## config.mk

```make
export PLATFORM = sky130hd
export DESIGN_NAME = gpio_edge_irq
export DESIGN_NICKNAME = d
export VERILOG_FILES = /design/src/rtl/gpio_irq_pkg.sv /design/src/rtl/gpio_irq_regs.sv /design/src/rtl/gpio_edge_detect.sv /design/src/rtl/gpio_cause_reg.sv /design/src/rtl/gpio_edge_irq.sv
export SDC_FILE = /design/constraint.sdc
export NUM_CORES = 1
export LEC_CHECK = 0
export BUFFER_PORTS_ARGS = -buffer_cell sky130_fd_sc_hd__buf_2
export CAP_MARGIN = 20
export CORE_UTILIZATION = 35
export CTS_CLUSTER_SIZE = 25
export DETAILED_ROUTE_END_ITERATION = 10
export HOLD_SLACK_MARGIN = 0.06
export PLACE_DENSITY = 0.66
export SLEW_MARGIN = 10
export SYNTH_ARGS = -nofsm -noshare
export SYNTH_HDL_FRONTEND = slang
export SYNTH_SLANG_ARGS = --single-unit
```

## constraint.sdc

```tcl
create_clock -name clk -period 1.2 [get_ports clk]
set_input_delay 0 -clock clk [delete_from_list [all_inputs] [get_ports clk]]
set_output_delay 0 -clock clk [all_outputs]
set_load 0.01 [all_outputs]
```

## src/rtl/gpio_irq_pkg.sv

```systemverilog
// Package: register map shared by the cause unit and its bench.
// Assumes a byte-addressed bus with one 32-bit-aligned word per register.
package gpio_irq_pkg;
    localparam int ADDR_W = 8;
    localparam logic [ADDR_W-1:0] OFS_RISE_EN = 8'h00;
    localparam logic [ADDR_W-1:0] OFS_FALL_EN = 8'h04;
    localparam logic [ADDR_W-1:0] OFS_EVT_MSK = 8'h08;
    localparam logic [ADDR_W-1:0] OFS_CAUSE   = 8'h0C;
    localparam logic [ADDR_W-1:0] OFS_CLEAR   = 8'h10;
endpackage

```

## src/rtl/gpio_irq_regs.sv

```systemverilog
// Module: software-written control words (rise enable, fall enable, event
// mask) and the write-one-to-clear strobe vector.
// Assumes single-cycle writes; the clear vector is valid only in the write cycle.
module gpio_irq_regs
    import gpio_irq_pkg::*;
#(
    parameter int NUM_PINS = 32
) (
    input  logic                clk,
    input  logic                rst_n,
    input  logic                bus_wr,
    input  logic [ADDR_W-1:0]   bus_addr,
    input  logic [NUM_PINS-1:0] bus_wdata,
    output logic [NUM_PINS-1:0] rise_en,
    output logic [NUM_PINS-1:0] fall_en,
    output logic [NUM_PINS-1:0] evt_msk,
    output logic [NUM_PINS-1:0] clr_vec
);

    // Control word storage, loaded on a matching write.
    always_ff @(posedge clk) begin
        if (!rst_n) begin
            rise_en <= '0;
            fall_en <= '0;
            evt_msk <= '0;
        end else if (bus_wr) begin
            if (bus_addr == OFS_RISE_EN) rise_en <= bus_wdata;
            if (bus_addr == OFS_FALL_EN) fall_en <= bus_wdata;
            if (bus_addr == OFS_EVT_MSK) evt_msk <= bus_wdata;
        end
    end

    // Decode the clear strobe: write data passes only on a clear-register write.
    always_comb begin
        clr_vec = (bus_wr && bus_addr == OFS_CLEAR) ? bus_wdata : '0;
    end

endmodule

```

## src/rtl/gpio_edge_detect.sv

```systemverilog
// Module: per-pin transition detector. Compares each synchronized pin with
// its level one cycle earlier and qualifies by the rise/fall enables.
// Assumes pin_in is already synchronized to clk; the previous level resets to 0.
module gpio_edge_detect #(
    parameter int NUM_PINS = 32
) (
    input  logic                clk,
    input  logic                rst_n,
    input  logic [NUM_PINS-1:0] pin_in,
    input  logic [NUM_PINS-1:0] rise_en,
    input  logic [NUM_PINS-1:0] fall_en,
    output logic [NUM_PINS-1:0] pin_prev,
    output logic [NUM_PINS-1:0] edge_hit
);

    for (genvar g = 0; g < NUM_PINS; g++) begin : g_pin
        // Remember the level seen on the previous edge.
        always_ff @(posedge clk) begin
            if (!rst_n) pin_prev[g] <= 1'b0;
            else        pin_prev[g] <= pin_in[g];
        end

        // Flag an enabled transition in either direction.
        always_comb begin
            edge_hit[g] = (rise_en[g] &  pin_in[g] & ~pin_prev[g])
                        | (fall_en[g] & ~pin_in[g] &  pin_prev[g]);
        end
    end

endmodule

```

## src/rtl/gpio_cause_reg.sv

```systemverilog
// Module: sticky cause bits. A qualifying edge sets a bit and a clear strobe
// resets it; a set on the same edge wins over the clear.
// Assumes edge_hit and clr_vec are both single-cycle pulses.
module gpio_cause_reg #(
    parameter int NUM_PINS = 32
) (
    input  logic                clk,
    input  logic                rst_n,
    input  logic [NUM_PINS-1:0] edge_hit,
    input  logic [NUM_PINS-1:0] clr_vec,
    output logic [NUM_PINS-1:0] cause_q
);

    // Update causes: drop cleared bits, then OR in new edges.
    always_ff @(posedge clk) begin
        if (!rst_n) cause_q <= '0;
        else        cause_q <= (cause_q & ~clr_vec) | edge_hit;
    end

endmodule

```

## src/rtl/gpio_edge_irq.sv

```systemverilog
// Module: top of the GPIO edge interrupt cause unit. Ties together the
// control registers, the edge detectors and the cause register, and drives
// the read mux and the shared level interrupt.
// Assumes synchronized pins and a combinational read path.
module gpio_edge_irq
    import gpio_irq_pkg::*;
#(
    parameter int NUM_PINS = 32
) (
    input  logic                clk,
    input  logic                rst_n,
    input  logic [NUM_PINS-1:0] pin_in,
    input  logic                bus_wr,
    input  logic [ADDR_W-1:0]   bus_addr,
    input  logic [NUM_PINS-1:0] bus_wdata,
    output logic [NUM_PINS-1:0] bus_rdata,
    output logic                irq
);

    logic [NUM_PINS-1:0] rise_en;
    logic [NUM_PINS-1:0] fall_en;
    logic [NUM_PINS-1:0] evt_msk;
    logic [NUM_PINS-1:0] clr_vec;
    logic [NUM_PINS-1:0] pin_prev;
    logic [NUM_PINS-1:0] edge_hit;
    logic [NUM_PINS-1:0] cause_q;
    logic [NUM_PINS-1:0] masked;

    gpio_irq_regs #(.NUM_PINS(NUM_PINS)) u_regs (
        .clk       (clk),
        .rst_n     (rst_n),
        .bus_wr    (bus_wr),
        .bus_addr  (bus_addr),
        .bus_wdata (bus_wdata),
        .rise_en   (rise_en),
        .fall_en   (fall_en),
        .evt_msk   (evt_msk),
        .clr_vec   (clr_vec)
    );

    gpio_edge_detect #(.NUM_PINS(NUM_PINS)) u_edge (
        .clk      (clk),
        .rst_n    (rst_n),
        .pin_in   (pin_in),
        .rise_en  (rise_en),
        .fall_en  (fall_en),
        .pin_prev (pin_prev),
        .edge_hit (edge_hit)
    );

    gpio_cause_reg #(.NUM_PINS(NUM_PINS)) u_cause (
        .clk      (clk),
        .rst_n    (rst_n),
        .edge_hit (edge_hit),
        .clr_vec  (clr_vec),
        .cause_q  (cause_q)
    );

    // Apply the event mask; this is both the readback and the interrupt source.
    always_comb begin
        masked = cause_q & evt_msk;
        irq    = |masked;
    end

    // Select read data by address; unmapped words read zero.
    always_comb begin
        case (bus_addr)
            OFS_RISE_EN: bus_rdata = rise_en;
            OFS_FALL_EN: bus_rdata = fall_en;
            OFS_EVT_MSK: bus_rdata = evt_msk;
            OFS_CAUSE:   bus_rdata = masked;
            default:     bus_rdata = '0;
        endcase
    end

endmodule

```

# Yosys cells after proc, flatten, opt, wreduce, memory -nomap -nowiden
# Cells that the tools add are included.
# W data, S select, Z words.
# classes
n_addsub	0
n_bitwise	228
div	0
n_eq_ne	4
n_reduce_logical	6
shifts	0
muxes	2
multipliers	0
n_lt_le_gt_ge	0
# ops
cell	n
$and A1 B1 Y1	128
$pmux W32 S4	1
$and A32 B32 Y32	2
$not A1 Y1	64
$mux W32	1
$not A32 Y32	1
$or A1 B1 Y1	32
$or A32 B32 Y32	1
$reduce_or A32 Y1	1
$eq A8 B4 Y1 const B	2
$eq A8 B3 Y1 const B	1
$eq A8 B5 Y1 const B	1
$logic_not A8 Y1	1
$reduce_and A2 Y1	3
$logic_and A1 B1 Y1	1
# word_totals
regBits	160
latch_bits	0
out_inout_bits	33
romBits	0
n_memories	0
word_cells	276
ramBits	0

# Longest topological paths before layout
# logic_depth
depth_word	6
ltp_mapped	6
ltp_nobuf	3

# Modules after synthesis
# Synthesis repeated with hierarchy kept, for this count alone.
# unflattened
cells_unflattened	824
area_unflattened_um2	7547.2
# modules_own_cells
module	seq_area_each_um2	cells_per_inst	instances	area_each_um2
gpio_irq_regs	1921.8	389	1	3806.2
gpio_edge_detect	640.6	163	1	1336.3
gpio_edge_irq	0.0	173	1	1290.0
gpio_cause_reg	640.6	99	1	1114.8

# Worst setup path after synthesis
# OpenSTA, ideal clock, no wires.
# synth_timing
path_type	in2reg
start	input bus_addr[7]
end	register u_cause.cause_q[10]
arrival_time_ps	1157
required_ps	1068
path_stages	5
path_slack_ps	-89
path_buffers	2
setup_time_ps	132
cell_sequence	or4_1 buf_2 buf_6 o41ai_2 a31oi_1
# synth_via
elab_chain_cells	6
# synth_lines
element	line_no	rtl
from (decl)	gpio_edge_irq.sv:14	input logic [ADDR_W-1:0] bus_addr,
$eq A8 B5 Y1	gpio_irq_regs.sv:35	clr_vec = (bus_wr && bus_addr == OFS_CLEAR) ? bus_wdata : '0;
$logic_and A1 B1 Y1	gpio_irq_regs.sv:35	
$mux W32	gpio_irq_regs.sv:35	
$not A32 Y32	gpio_cause_reg.sv:17	else cause_q <= (cause_q & ~clr_vec) | edge_hit;
$and A32 B32 Y32	gpio_cause_reg.sv:17	
$or A32 B32 Y32	gpio_cause_reg.sv:17	
to (signal assigned)	gpio_cause_reg.sv:17	
to (decl)	gpio_cause_reg.sv:11	output logic [NUM_PINS-1:0] cause_q
# No other way between the ends.
# A chain may end at the register's enable or synchronous reset.

# Final worst setup path
# layout_timing
start	register u_cause.cause_q[16]
end	output irq
# layout_via
elab_chain_cells	2
# layout_lines
element	line_no	rtl
$and A32 B32 Y32	gpio_edge_irq.sv:61	masked = cause_q & evt_msk;
$reduce_or A32 Y1	gpio_edge_irq.sv:62	irq = |masked;
to (decl)	gpio_edge_irq.sv:17	output logic irq
# No other way between the ends.

==> impl_metrics.json <==
{
  "rows": 52,
  "rsz0062_at_grt": "yes",
  "p_per_area_nw_per_um2": 1110,
  "failed_checks": "negative setup slack",
  "cp-startpoint": "u_cause.cause_q[16]$_SDFF_PN0_",
  "whs_path_depth": 4,
  "syn-cell-area_sq_um": 7430,
  "fillCellCount": 1738,
  "wl_per_cell_microns": 19.3,
  "synth_cell_types": 23,
  "clockBufferDepth": 2,
  "yosysWarnings": 0,
  "grtUsageTotal_pct": 22.6,
  "r2r_start": "u_cause.cause_q[6]$_SDFF_PN0_",
  "cts_max_level": 4,
  "stdcell_area_sq_um": 11400,
  "cts.sinks": 160,
  "port_buffers": 107,
  "timing.fmax_mhz": 523,
  "p_leak_uw": 0.00495,
  "ys_top_cells_by_area": "dfxtp_1, mux2i_1, o41ai_2",
  "dpl_cell_area_sq_um": 8950,
  "clock-root-buffer": "clkbuf_16",
  "path_clk_slew_ns": 0.07,
  "vias_per_cell": 5.42,
  "hold_path.class": "input port to register",
  "end_kind": "output pin",
  "ios": 108,
  "total_power_uw": 12600,
  "post-route-period-util_pct": 159,
  "antenna_found_initial": 0,
  "worstSetupEndpoint": "irq",
  "die_h_microns": 148,
  "finalWirelength_microns": 25200,
  "hold_violations": 0,
  "min_from": "bus_addr[0]",
  "ir_drop_mv": 0.658,
  "drt_first_iter_violations": 610,
  "maxCapViolations": 0,
  "r2r-end": "u_cause.cause_q[6]$_SDFF_PN0_",
  "vias": 7045,
  "clk_latency_ns": 0.43,
  "die_w_microns": 148,
  "ys_seq_area_share_pct": 43.1,
  "nets": 1093,
  "r2r_setup_slack_ns": 0.32,
  "synth_top_area_cell": "dfxtp_1",
  "finalCriticalPeriod_ns": 1.91,
  "antenna_left": 0,
  "drive_gt1_share_pct": 42.5,
  "tightestPinTransition_ns": 0.379,
  "num_antenna_cells": 0,
  "gp_congestion": 0.814,
  "worstPathMaxFanout": 2,
  "crit_required_ns": 1.20,
  "cp_data_arrival_time_ns": 1.91,
  "gr-total-overflow": 0,
  "grt_max_degree": 59,
  "grt_pass1_vias": 7018,
  "ys_seq_elements": 160,
  "first_pass_iters": 5,
  "mostFrequentLayoutCells": "nand2_1, mux2i_1, buf_2, dfxtp_1, dlygate4sd3_1",
  "dieArea_sq_um": 21800,
  "cp-start-kind": "register",
  "area_growth_pct": 53.4,
  "dpl.hpwl_microns": 15600,
  "worst_r2r_path_depth": 4,
  "outcome": "finished, violations left",
  "synth_fp_nets": 842,
  "syn_area_per_cell_sq_um": 9.68,
  "route.detailed.drc": 0,
  "max_slew_margin_pct": 74.7,
  "final_common_cell": "nand2_1",
  "setup_ws_ns": -0.713,
  "start_util_pct": 36.2,
  "cts_tree": "yes",
  "fin_worst_skew_ns": 0.0191,
  "cts_made_buffers": 17,
  "synthDominantCellAreaShare_pct": 43.1,
  "fin_util_pct": 55.6,
  "grt_first_pass_wirelength_microns": 37800,
  "slew_violations": 0,
  "core_area_sq_um": 20500,
  "syn-instance-count": 767,
  "setup_violations": 33,
  "crit_type": "register to output pin"
}
==> flip-flops by register name (all words and copies together), names as in the netlist <==
name             flops
u_cause.cause_q     32
u_edge.pin_prev     32
u_regs.evt_msk      32
u_regs.fall_en      32
u_regs.rise_en      32
==> report_power, final <==
part           leakage, uW  internal, uW  switching, uW
Clock             0.000314          3760           2260
Combinational      0.00330           544            639
Sequential         0.00133          5360           30.5
==> through the flow <==
stage | setup WS (ns) | std cells | hold WS [ns] | TNS [ns]
after global routing | -0.723 | 1301 | 0.106 | -7.09
after detailed placement | -0.402 | 1188 | 0.235 | -18.03
after CTS | -0.710 | 1294 | 0.0761 | -5.90
after floorplan | -0.0688 | 767 | 0.122 | -2.06
final | -0.713 | 1301 | 0.0756 | -5.31
after global placement | -0.432 | 1188 | 0.226 | -16.62
==> layout make-up <==
class,count,area [sq um],share of cell area [%]
tap,270,338,2.97
sequential,160,3300,28.9
clock buffer,19,443,3.89
clock inverter,13,210,1.84
timing repair buffer,292,2580,22.7
multi-input combinational,513,4400,38.6
inverter,34,128,1.12
==> critical path: stages (launching register included) <==
cell	delay, ns
dfxtp_2	0.32
a22oi_2	0.27
nand4_1	0.26
or4_4	0.49
buf_6	0.14
==> worst min path at each step <==
stage                                                end  slack, ns
after floorplan            u_edge.pin_prev[0]$_SDFF_PN0_       0.12
after global placement    u_edge.pin_prev[16]$_SDFF_PN0_       0.23
after detailed placement   u_edge.pin_prev[5]$_SDFF_PN0_       0.24
after CTS                  u_cause.cause_q[0]$_SDFF_PN0_       0.08
after global routing       u_cause.cause_q[0]$_SDFF_PN0_       0.11
final                      u_cause.cause_q[0]$_SDFF_PN0_       0.08
==> synthesized netlist by cell type (all sizes together) <==
cell       n
and2      32
dfxtp    160
o22ai     32
nand4bb    1
a211oi    32
nor4       1
clkbuf    33
inv       34
a31oi     32
nand3b    64
buf       27
o41ai     32
nor2       2
or4        2
mux2i    128
nand2    129
nand4      7
a22oi     16
or2        1
nor2b      2
==> routing by layer <==
metal | wire length, microns | share of wire (%) | vias to the layer above | track usage, %
met4 | 629 | 2.5 | 0 | 8.20
met5 | 0 | 0 | - | 0
met3 | 1270 | 5.0 | 46 | 4.29
li1 | - | - | 3282 | -
met1 | 11100 | 44 | 3472 | 28.4
met2 | 12200 | 48 | 245 | 38.3
==> logic make-up (layout without fill, tap and decap cells) <==
logic type	after synthesis	count (layout)	share of synthesized area, %
flip-flops	160	160	43.1
AND/OR/NAND/NOR	241	241	17.2
buffers and inverters	94	358	5.41
multiplexers	128	128	17.3
AO/OA/AOI/OAI	144	144	17.1
==> repair_timing <==
item / 4_1_cts / 5_1_grt
endpoints found under the hold margin: 160 / 0
hold buffers: 67 / 0
endpoints found under the setup margin: 33 / 33
gates resized for setup: 180 / 65
buffers inserted: 8 / 16
pin swaps: 38 / 32
cloned: 2 / 1
Note: power is estimated with default switching activity, not from simulation.
